$ cat config.mk
export PLATFORM = sky130hd
export DESIGN_NAME = rowgroup_track_filter
export DESIGN_NICKNAME = d
export VERILOG_FILES = /design/src/rtl/rtf_pkg.sv /design/src/rtl/rtf_frame_builder.sv /design/src/rtl/rtf_sample_delay.sv /design/src/rtl/rtf_row_integrator.sv /design/src/rtl/rtf_trig_encoder.sv /design/src/rtl/rowgroup_track_filter.sv
export SDC_FILE = /design/constraint.sdc
export NUM_CORES = 2
export LEC_CHECK = 0
export ABC_AREA = 1
export BUFFER_PORTS_ARGS = -buffer_cell sky130_fd_sc_hd__buf_4
export CORE_MARGIN = 4
export CORE_UTILIZATION = 47
export CTS_BUF_LIST = sky130_fd_sc_hd__clkbuf_16
export CTS_CLUSTER_DIAMETER = 100
export DETAILED_ROUTE_END_ITERATION = 7
export PLACE_DENSITY = 0.71
export SLEW_MARGIN = 10
export SYNTH_ARGS = -nofsm -noshare
export SYNTH_HDL_FRONTEND = slang
export SYNTH_SLANG_ARGS = --single-unit
$ cat constraint.sdc
create_clock -name clk -period 7.4 [get_ports clk]
set_input_delay 0.74 -clock clk [delete_from_list [all_inputs] [get_ports clk]]
set_output_delay 0.74 -clock clk [all_outputs]
set_load 0.02 [all_outputs]
$ cat src/rtl/rtf_pkg.sv
// Package: default geometry and timing of the row-group track filter.
// Assumes: consumers derive all widths from these values via parameters.
package rtf_pkg;
    localparam int unsigned ROWS_DEF  = 128;  // rows in the array
    localparam int unsigned GROUP_DEF = 8;    // rows ORed into one frame bit
    localparam int unsigned WIN_DEF   = 8;    // crossings in the moving sum
    localparam int unsigned PIPE_DEF  = 4;    // frame delay before integration
    localparam int unsigned THR_DEF   = 7;    // count that must be reached
    localparam int unsigned BXW_DEF   = 12;   // crossing-number width

    // Bits needed to hold values 0..maxval.
    function automatic int unsigned count_width(input int unsigned maxval);
        return (maxval < 2) ? 1 : $clog2(maxval + 1);
    endfunction
endpackage

$ cat src/rtl/rtf_frame_builder.sv
// Module: rtf_frame_builder
// Builds one frame bit per row as the OR of that row and the GROUP-1 rows
// above it. Rows beyond the top of the array are treated as zero.
// Assumes: GROUP >= 2; purely combinational.
module rtf_frame_builder #(
    parameter int unsigned N_ROWS = rtf_pkg::ROWS_DEF,
    parameter int unsigned GROUP  = rtf_pkg::GROUP_DEF
) (
    input  logic [N_ROWS-1:0] row_hit,
    output logic [N_ROWS-1:0] frame
);
    localparam int unsigned PAD_W = N_ROWS + GROUP - 1;

    logic [PAD_W-1:0] padded;

    // Zero-extend above the top row so edge groups see absent rows as empty.
    assign padded = {{(GROUP-1){1'b0}}, row_hit};

    for (genvar r = 0; r < N_ROWS; r++) begin : g_grp
        // One group OR per row.
        assign frame[r] = |padded[r +: GROUP];
    end
endmodule

$ cat src/rtl/rtf_sample_delay.sv
// Module: rtf_sample_delay
// A DEPTH-stage register pipeline for a WIDTH-bit word; q is d delayed by
// DEPTH clock edges. Clears on synchronous active-low reset.
// Assumes: DEPTH >= 1.
module rtf_sample_delay #(
    parameter int unsigned WIDTH = 8,
    parameter int unsigned DEPTH = rtf_pkg::PIPE_DEF
) (
    input  logic             clk,
    input  logic             rst_n,
    input  logic [WIDTH-1:0] d,
    output logic [WIDTH-1:0] q
);
    logic [WIDTH-1:0] stage [DEPTH];

    // Shift the word one stage per crossing; clear all stages on reset.
    always_ff @(posedge clk) begin
        if (!rst_n) begin
            for (int i = 0; i < int'(DEPTH); i++) stage[i] <= '0;
        end else begin
            stage[0] <= d;
            for (int i = 1; i < int'(DEPTH); i++) stage[i] <= stage[i-1];
        end
    end

    assign q = stage[DEPTH-1];
endmodule

$ cat src/rtl/rtf_row_integrator.sv
// Module: rtf_row_integrator
// Moving sum of the last WIN frame samples of one row, kept as a shift
// window plus a running count (add newest, drop oldest). fire is high in
// the cycle whose edge moves the count from THR-1 to THR.
// Assumes: WIN >= 2, 1 <= THR <= WIN.
module rtf_row_integrator #(
    parameter int unsigned WIN = rtf_pkg::WIN_DEF,
    parameter int unsigned THR = rtf_pkg::THR_DEF
) (
    input  logic clk,
    input  logic rst_n,
    input  logic sample,
    output logic fire
);
    localparam int unsigned SUM_W = rtf_pkg::count_width(WIN);
    localparam logic [SUM_W-1:0] AT_THR  = SUM_W'(THR);
    localparam logic [SUM_W-1:0] BELOW   = SUM_W'(THR - 1);
    localparam logic [SUM_W-1:0] SUM_MAX = SUM_W'(WIN);

    logic [WIN-1:0]   win;
    logic [SUM_W-1:0] sum;
    logic [SUM_W-1:0] sum_nxt;

    // Next count: add the entering sample, subtract the leaving one.
    assign sum_nxt = sum + SUM_W'(sample) - SUM_W'(win[WIN-1]);

    // Fire only on the upward step onto the threshold.
    assign fire = (sum == BELOW) && (sum_nxt == AT_THR);

    // Advance the window and the running count each crossing.
    always_ff @(posedge clk) begin
        if (!rst_n) begin
            win <= '0;
            sum <= '0;
        end else begin
            win <= {win[WIN-2:0], sample};
            sum <= sum_nxt;
        end
    end

    p_sum_bound_r3: assert property (@(posedge clk) disable iff (!rst_n)
        sum <= SUM_MAX)
        else $error("count above window length");

    p_sum_window_r3: assert property (@(posedge clk) disable iff (!rst_n)
        int'(sum) == $countones(win))
        else $error("running count disagrees with window contents");

    p_sum_step_r3: assert property (@(posedge clk) disable iff (!rst_n)
        rst_n |=> (sum == $past(sum)) || (sum == $past(sum) + 1'b1)
                  || (sum == $past(sum) - 1'b1))
        else $error("count moved by more than one");
endmodule

$ cat src/rtl/rtf_trig_encoder.sv
// Module: rtf_trig_encoder
// Registers the per-row fire vector, a valid flag, the lowest firing row
// and the crossing tag of the sample being integrated. Outputs are zero
// when nothing fires.
// Assumes: bx_tag is aligned with the samples producing fire_vec.
module rtf_trig_encoder #(
    parameter int unsigned N_ROWS = rtf_pkg::ROWS_DEF,
    parameter int unsigned BX_W   = rtf_pkg::BXW_DEF
) (
    input  logic                      clk,
    input  logic                      rst_n,
    input  logic [N_ROWS-1:0]         fire_vec,
    input  logic [BX_W-1:0]           bx_tag,
    output logic [N_ROWS-1:0]         trig_vec,
    output logic                      trig_valid,
    output logic [$clog2(N_ROWS)-1:0] trig_row,
    output logic [BX_W-1:0]           trig_bx
);
    localparam int unsigned ROW_W = $clog2(N_ROWS);
    localparam logic [N_ROWS-1:0] ONE = {{(N_ROWS-1){1'b0}}, 1'b1};

    logic             any_fire;
    logic [ROW_W-1:0] low_row;

    // Priority pick of the lowest firing row.
    always_comb begin
        low_row = '0;
        for (int i = int'(N_ROWS) - 1; i >= 0; i--) begin
            if (fire_vec[i]) low_row = ROW_W'(i);
        end
    end

    assign any_fire = |fire_vec;

    // Capture this crossing's trigger report.
    always_ff @(posedge clk) begin
        if (!rst_n) begin
            trig_vec   <= '0;
            trig_valid <= 1'b0;
            trig_row   <= '0;
            trig_bx    <= '0;
        end else begin
            trig_vec   <= fire_vec;
            trig_valid <= any_fire;
            trig_row   <= any_fire ? low_row : '0;
            trig_bx    <= any_fire ? bx_tag : '0;
        end
    end

    p_row_fires_r7: assert property (@(posedge clk) disable iff (!rst_n)
        trig_valid |-> trig_vec[trig_row])
        else $error("reported row is not firing");

    p_row_lowest_r7: assert property (@(posedge clk) disable iff (!rst_n)
        trig_valid |-> ((trig_vec & ((ONE << trig_row) - ONE)) == '0))
        else $error("a lower row fires than the one reported");

    p_one_cycle_r4: assert property (@(posedge clk) disable iff (!rst_n)
        rst_n |=> ((trig_vec & $past(trig_vec)) == '0))
        else $error("a row fired on two consecutive crossings");
endmodule

$ cat src/rtl/rowgroup_track_filter.sv
// Module: rowgroup_track_filter (top)
// Flags straight tracks: group OR across rows, PIPE-crossing delay,
// per-row moving sum over WIN crossings, one-cycle fire on THR-1 -> THR,
// and a registered report with lowest row and crossing number.
// Assumes: one clock edge per bunch crossing; synchronous active-low reset.
module rowgroup_track_filter #(
    parameter int unsigned N_ROWS = rtf_pkg::ROWS_DEF,
    parameter int unsigned GROUP  = rtf_pkg::GROUP_DEF,
    parameter int unsigned WIN    = rtf_pkg::WIN_DEF,
    parameter int unsigned PIPE   = rtf_pkg::PIPE_DEF,
    parameter int unsigned THR    = rtf_pkg::THR_DEF,
    parameter int unsigned BX_W   = rtf_pkg::BXW_DEF
) (
    input  logic                      clk,
    input  logic                      rst_n,
    input  logic [N_ROWS-1:0]         row_hit,
    output logic [N_ROWS-1:0]         trig_vec,
    output logic                      trig_valid,
    output logic [$clog2(N_ROWS)-1:0] trig_row,
    output logic [BX_W-1:0]           trig_bx
);
    logic [BX_W-1:0]   bx_cnt;
    logic [BX_W-1:0]   bx_d;
    logic [N_ROWS-1:0] frame;
    logic [N_ROWS-1:0] frame_d;
    logic [N_ROWS-1:0] fire_vec;

    // Number the crossings from zero after reset, wrapping naturally.
    always_ff @(posedge clk) begin
        if (!rst_n) bx_cnt <= '0;
        else        bx_cnt <= bx_cnt + 1'b1;
    end

    rtf_frame_builder #(.N_ROWS(N_ROWS), .GROUP(GROUP)) u_frame (
        .row_hit (row_hit),
        .frame   (frame)
    );

    rtf_sample_delay #(.WIDTH(N_ROWS), .DEPTH(PIPE)) u_frame_dly (
        .clk   (clk),
        .rst_n (rst_n),
        .d     (frame),
        .q     (frame_d)
    );

    rtf_sample_delay #(.WIDTH(BX_W), .DEPTH(PIPE)) u_bx_dly (
        .clk   (clk),
        .rst_n (rst_n),
        .d     (bx_cnt),
        .q     (bx_d)
    );

    for (genvar r = 0; r < N_ROWS; r++) begin : g_row
        rtf_row_integrator #(.WIN(WIN), .THR(THR)) u_integ (
            .clk    (clk),
            .rst_n  (rst_n),
            .sample (frame_d[r]),
            .fire   (fire_vec[r])
        );
    end

    rtf_trig_encoder #(.N_ROWS(N_ROWS), .BX_W(BX_W)) u_enc (
        .clk        (clk),
        .rst_n      (rst_n),
        .fire_vec   (fire_vec),
        .bx_tag     (bx_d),
        .trig_vec   (trig_vec),
        .trig_valid (trig_valid),
        .trig_row   (trig_row),
        .trig_bx    (trig_bx)
    );

    p_bx_count_r6: assert property (@(posedge clk) disable iff (!rst_n)
        rst_n |=> bx_cnt == $past(bx_cnt) + 1'b1)
        else $error("crossing counter skipped");

    p_quiet_after_reset_r1: assert property (@(posedge clk) disable iff (!rst_n)
        $past(!rst_n) |-> (!trig_valid && trig_vec == '0 && trig_bx == '0))
        else $error("trigger present right after reset");
endmodule

==> metrics.md <==
| Metric | Value |
|---|---|
| Final Hold Vio Count | 0 |
| Final instance area | 97580 um^2 |
| Highest clock rate | 0.1084 GHz |
| Clock buffers created by TritonCTS | 222 |
| Final wirelength | 159.5 mm |
| Leading area contributor after synthesis | dfxtp_1 |
| Final Total Pwr | 24.34 mW |
| Crit-path max cell delay | 0.48 ns |
| Final count of negative-setup-slack endpoints | 2 |
| Seq/Total Area, Yosys | 0.5344 |
| Hpwl dp | 112.4 mm |
| Slowest cell on crit path | fa_1 |
| Hold slack | 0.1306 ns |
| I/O pins | 278 |
| Worst slew pin tran | 1.079 ns |
| CP bufs+invs | 3 |
| Post-DP Area | 90320 um^2 |
| Max VDD drop | 250.1 uV |
| Most frequent cells in the layout | 2565 x inv_1, 2335 x nand2_1, 2253 x dfxtp_1, 635 x ha_1, 546 x nor2_1 |
| Data required, critical path | 8.13 ns |
| Depth of the CTS H-tree | 4 |
| Fin crit period | 9.223 ns |
| Yosys Warn Count | 0 |
| Number of routed nets with antenna violations | 0 |
| Max Slew Vio Count | 0 |
| Logic pwr share | 0.040 |
| Vias | 56460 |
| # DRC | 0 |
| CTS tree | done |
| Reg2reg path depth | 133 |
| Clock slew at reported path FFs | 0.06 ns |
| Rows | 155 |
| WHS Path Cells | 3 |
| Synth area leaders | dfxtp_1 53%, inv_1 11%, nand2_1 10%, ha_1 9.5%, fa_1 3.0% |
| Die X | 432.1 um |
| Power Density | 249.4 nW/um^2 |
| Max-slew headroom | 0.2712 |
| Fin worst setup slack | -1.823 ns |
| Crit Path Max Fanout | 2 |
| Hold_buf cts | 0 |
| Vias per cell | 4.452 |
| Critical path data arrival time | 9.95 ns |
| Sequential share of power | 0.515 |
| Commonest non-fill, non-tap cell in the layout | inv_1 |
| Mean routed wirelength per cell | 12.57 um |
| Fraction of layout cells with a size suffix above 1 | 0.09184 |
| Buffers on Ports | 277 |
| Worst Setup Path Type | flop to flop |
| Syn-to-layout area delta | 15.46% |
| Syn Area/Cell | 8.745 um^2 |
| Final cycle utilization of the critical path | 1.246 |
| Placeable Area | 178600 um^2 |
| Clock power frac | 0.445 |
| Hold crit path type | input pin to flop |
| Element type at the critical path start | flop |
| Clock Path Buffers | 3 |
| Mapped Area | 84520 um^2 |
| WP depth | 133 |
| Synth cell types | 40 |
| Int Pwr | 18.96 mW |
| GRT Total Usage | 0.1732 |
| Starting density of the core | 0.4732 |
| Largest net degree at the start of global routing | 222 |
| CTS Root Cell | clkbuf_16 |
| Post-Syn Nets | 10560 |
| Switching Fraction | 0.2208 |
| Final #Nets | 11030 |
| Failing checks | negative setup slack |
| Final TNS setup | -2.088 ns |
| Status | finished, violations left |
| Worst setup EP type | flop |
| Clock Skews | 0.05520 ns |
| Crit-path most repeated cell | nand2_1 |
| FILL cells | 15610 |
| Top delay family on crit path | simple AND/OR/NAND/NOR gates |
| DRT iter0 DRCs | 2416 |
| Die Y | 432.1 um |
| Die area | 186700 um^2 |
| Syn Inst Count | 9665 |
| Pre-antenna DRT Iters | 7 |
| First-pass GRT wire length | 268.3 mm |
| Switch Pwr | 5.373 mW |
| MaxCap Viol Count | 0 |
| Gp weighted congestion | 0.8875 |
| Initial antenna violation count | 9 |
| Lkg Pwr | 54.29 nW |
| Number of global-route vias before repair | 57060 |
| RSZ-0062 raised after global routing | true |
| Number of synthesized register bits | 2256 |
| Worst-Skew Late Latency | 0.85 ns |
| # clock sinks | 2256 |
| Share of the synthesized area in the top cell type | 0.5344 |
| Fin util | 0.5463 |
| Gr ovfl total | 0 |
==> registers in the layout, summed over array words and instances, names as in the netlist <==
name	count
u_bx_dly.stage	48
u_enc.trig_row	7
bx_cnt	12
g_row.u_integ.win	1024
u_frame_dly.stage	512
g_row.u_integ.sum	512
u_enc.trig_valid	1
u_enc.trig_vec	128
u_enc.trig_bx	12
==> synthesized netlist by cell type, drive strengths merged <==
master,number
nor2,548
nor4,51
ha,641
o31ai,4
clkbuf,249
nor3b,4
nand3,188
nor3,91
xor2,4
nand2,2362
dfxtp,2256
fa,128
nand4,82
o21bai,11
clkinv,10
o21ai,9
a31oi,16
a21oi,143
o41ai,54
and3,3
a2111oi,1
a21boi,2
xnor2,251
a41oi,28
inv,2525
nand3b,4
==> logic make-up (layout without fill, tap and decap cells) <==
group | count (synthesis) | after routing | share of synthesized area
adder cells (fa/ha/maj) | 769 | 769 | 0.1252
flip-flops | 2256 | 2256 | 0.5344
AO/OA/AOI/OAI | 268 | 268 | 0.02043
AND/OR/NAND/NOR | 3333 | 3333 | 0.1697
other | 0 | 6 | 0
XOR/XNOR | 255 | 255 | 0.02660
buffers and inverters | 2784 | 3441 | 0.1237
==> layout make-up <==
cell class | instances | area [um^2] | area share
diodes | 6 | 15.01 | 0.0001539
clock buffers | 224 | 5605 | 0.05744
clock inverters | 189 | 1496 | 0.01534
inverters | 2535 | 9525 | 0.09762
multi-input cells | 4625 | 29050 | 0.2977
flip-flops and latches | 2256 | 45170 | 0.4629
well taps | 2355 | 2947 | 0.03020
repair buffers | 493 | 3771 | 0.03865
==> tightest hold or removal path: cells and delay by family <==
family,cells,cell delay [ns]
simple gates,1,0.06
buf+inv,2,0.14
==> timing repair <==
action                     in CTS  in global routing
setup endpoints to repair       2                  2
setup buffers                   0                  1
pin swaps                      19                 29
gates resized for setup        21                 16
==> routing by layer <==
layer  global-route usage  vias up  part of all wire
met5                    0        -           0.00026
met4              0.08503        8             0.050
met3              0.03305      361             0.037
met2               0.3093      711              0.49
met1               0.1979    26160              0.42
li1                     -    29230                 -
==> power by group through the flow <==
stage                     clock, mW  sequential, mW  combinational (mW)
after CTS                      11.1            12.5               0.989
final                          10.8            12.5               0.976
after detailed placement          0            12.8               0.980
after global routing           11.7            12.5                1.12
after floorplan                   0            12.8               0.695
after global placement            0            12.8               0.944
==> metrics by stage <==
stage	worst slack, ns	cells
finish	-1.823	12680
global route	-3.045	12680
CTS	-2.012	12680
detailed placement	-2.043	12260
global placement	-2.200	12260
floorplan	-0.02503	9665
==> final timing paths <==
check	start	endpoint	slack (ns)
setup reg to reg	g_row[124].u_integ.sum[0]	u_enc.trig_row[0]	-1.82
hold / removal	row_hit[127]	u_frame_dly.stage[0][127]	0.13
hold reg to reg	g_row[22].u_integ.win[3]	g_row[22].u_integ.win[4]	0.37
setup / recovery	g_row[124].u_integ.sum[0]	u_enc.trig_row[0]	-1.82
Note: power is estimated with default switching activity, not from simulation.
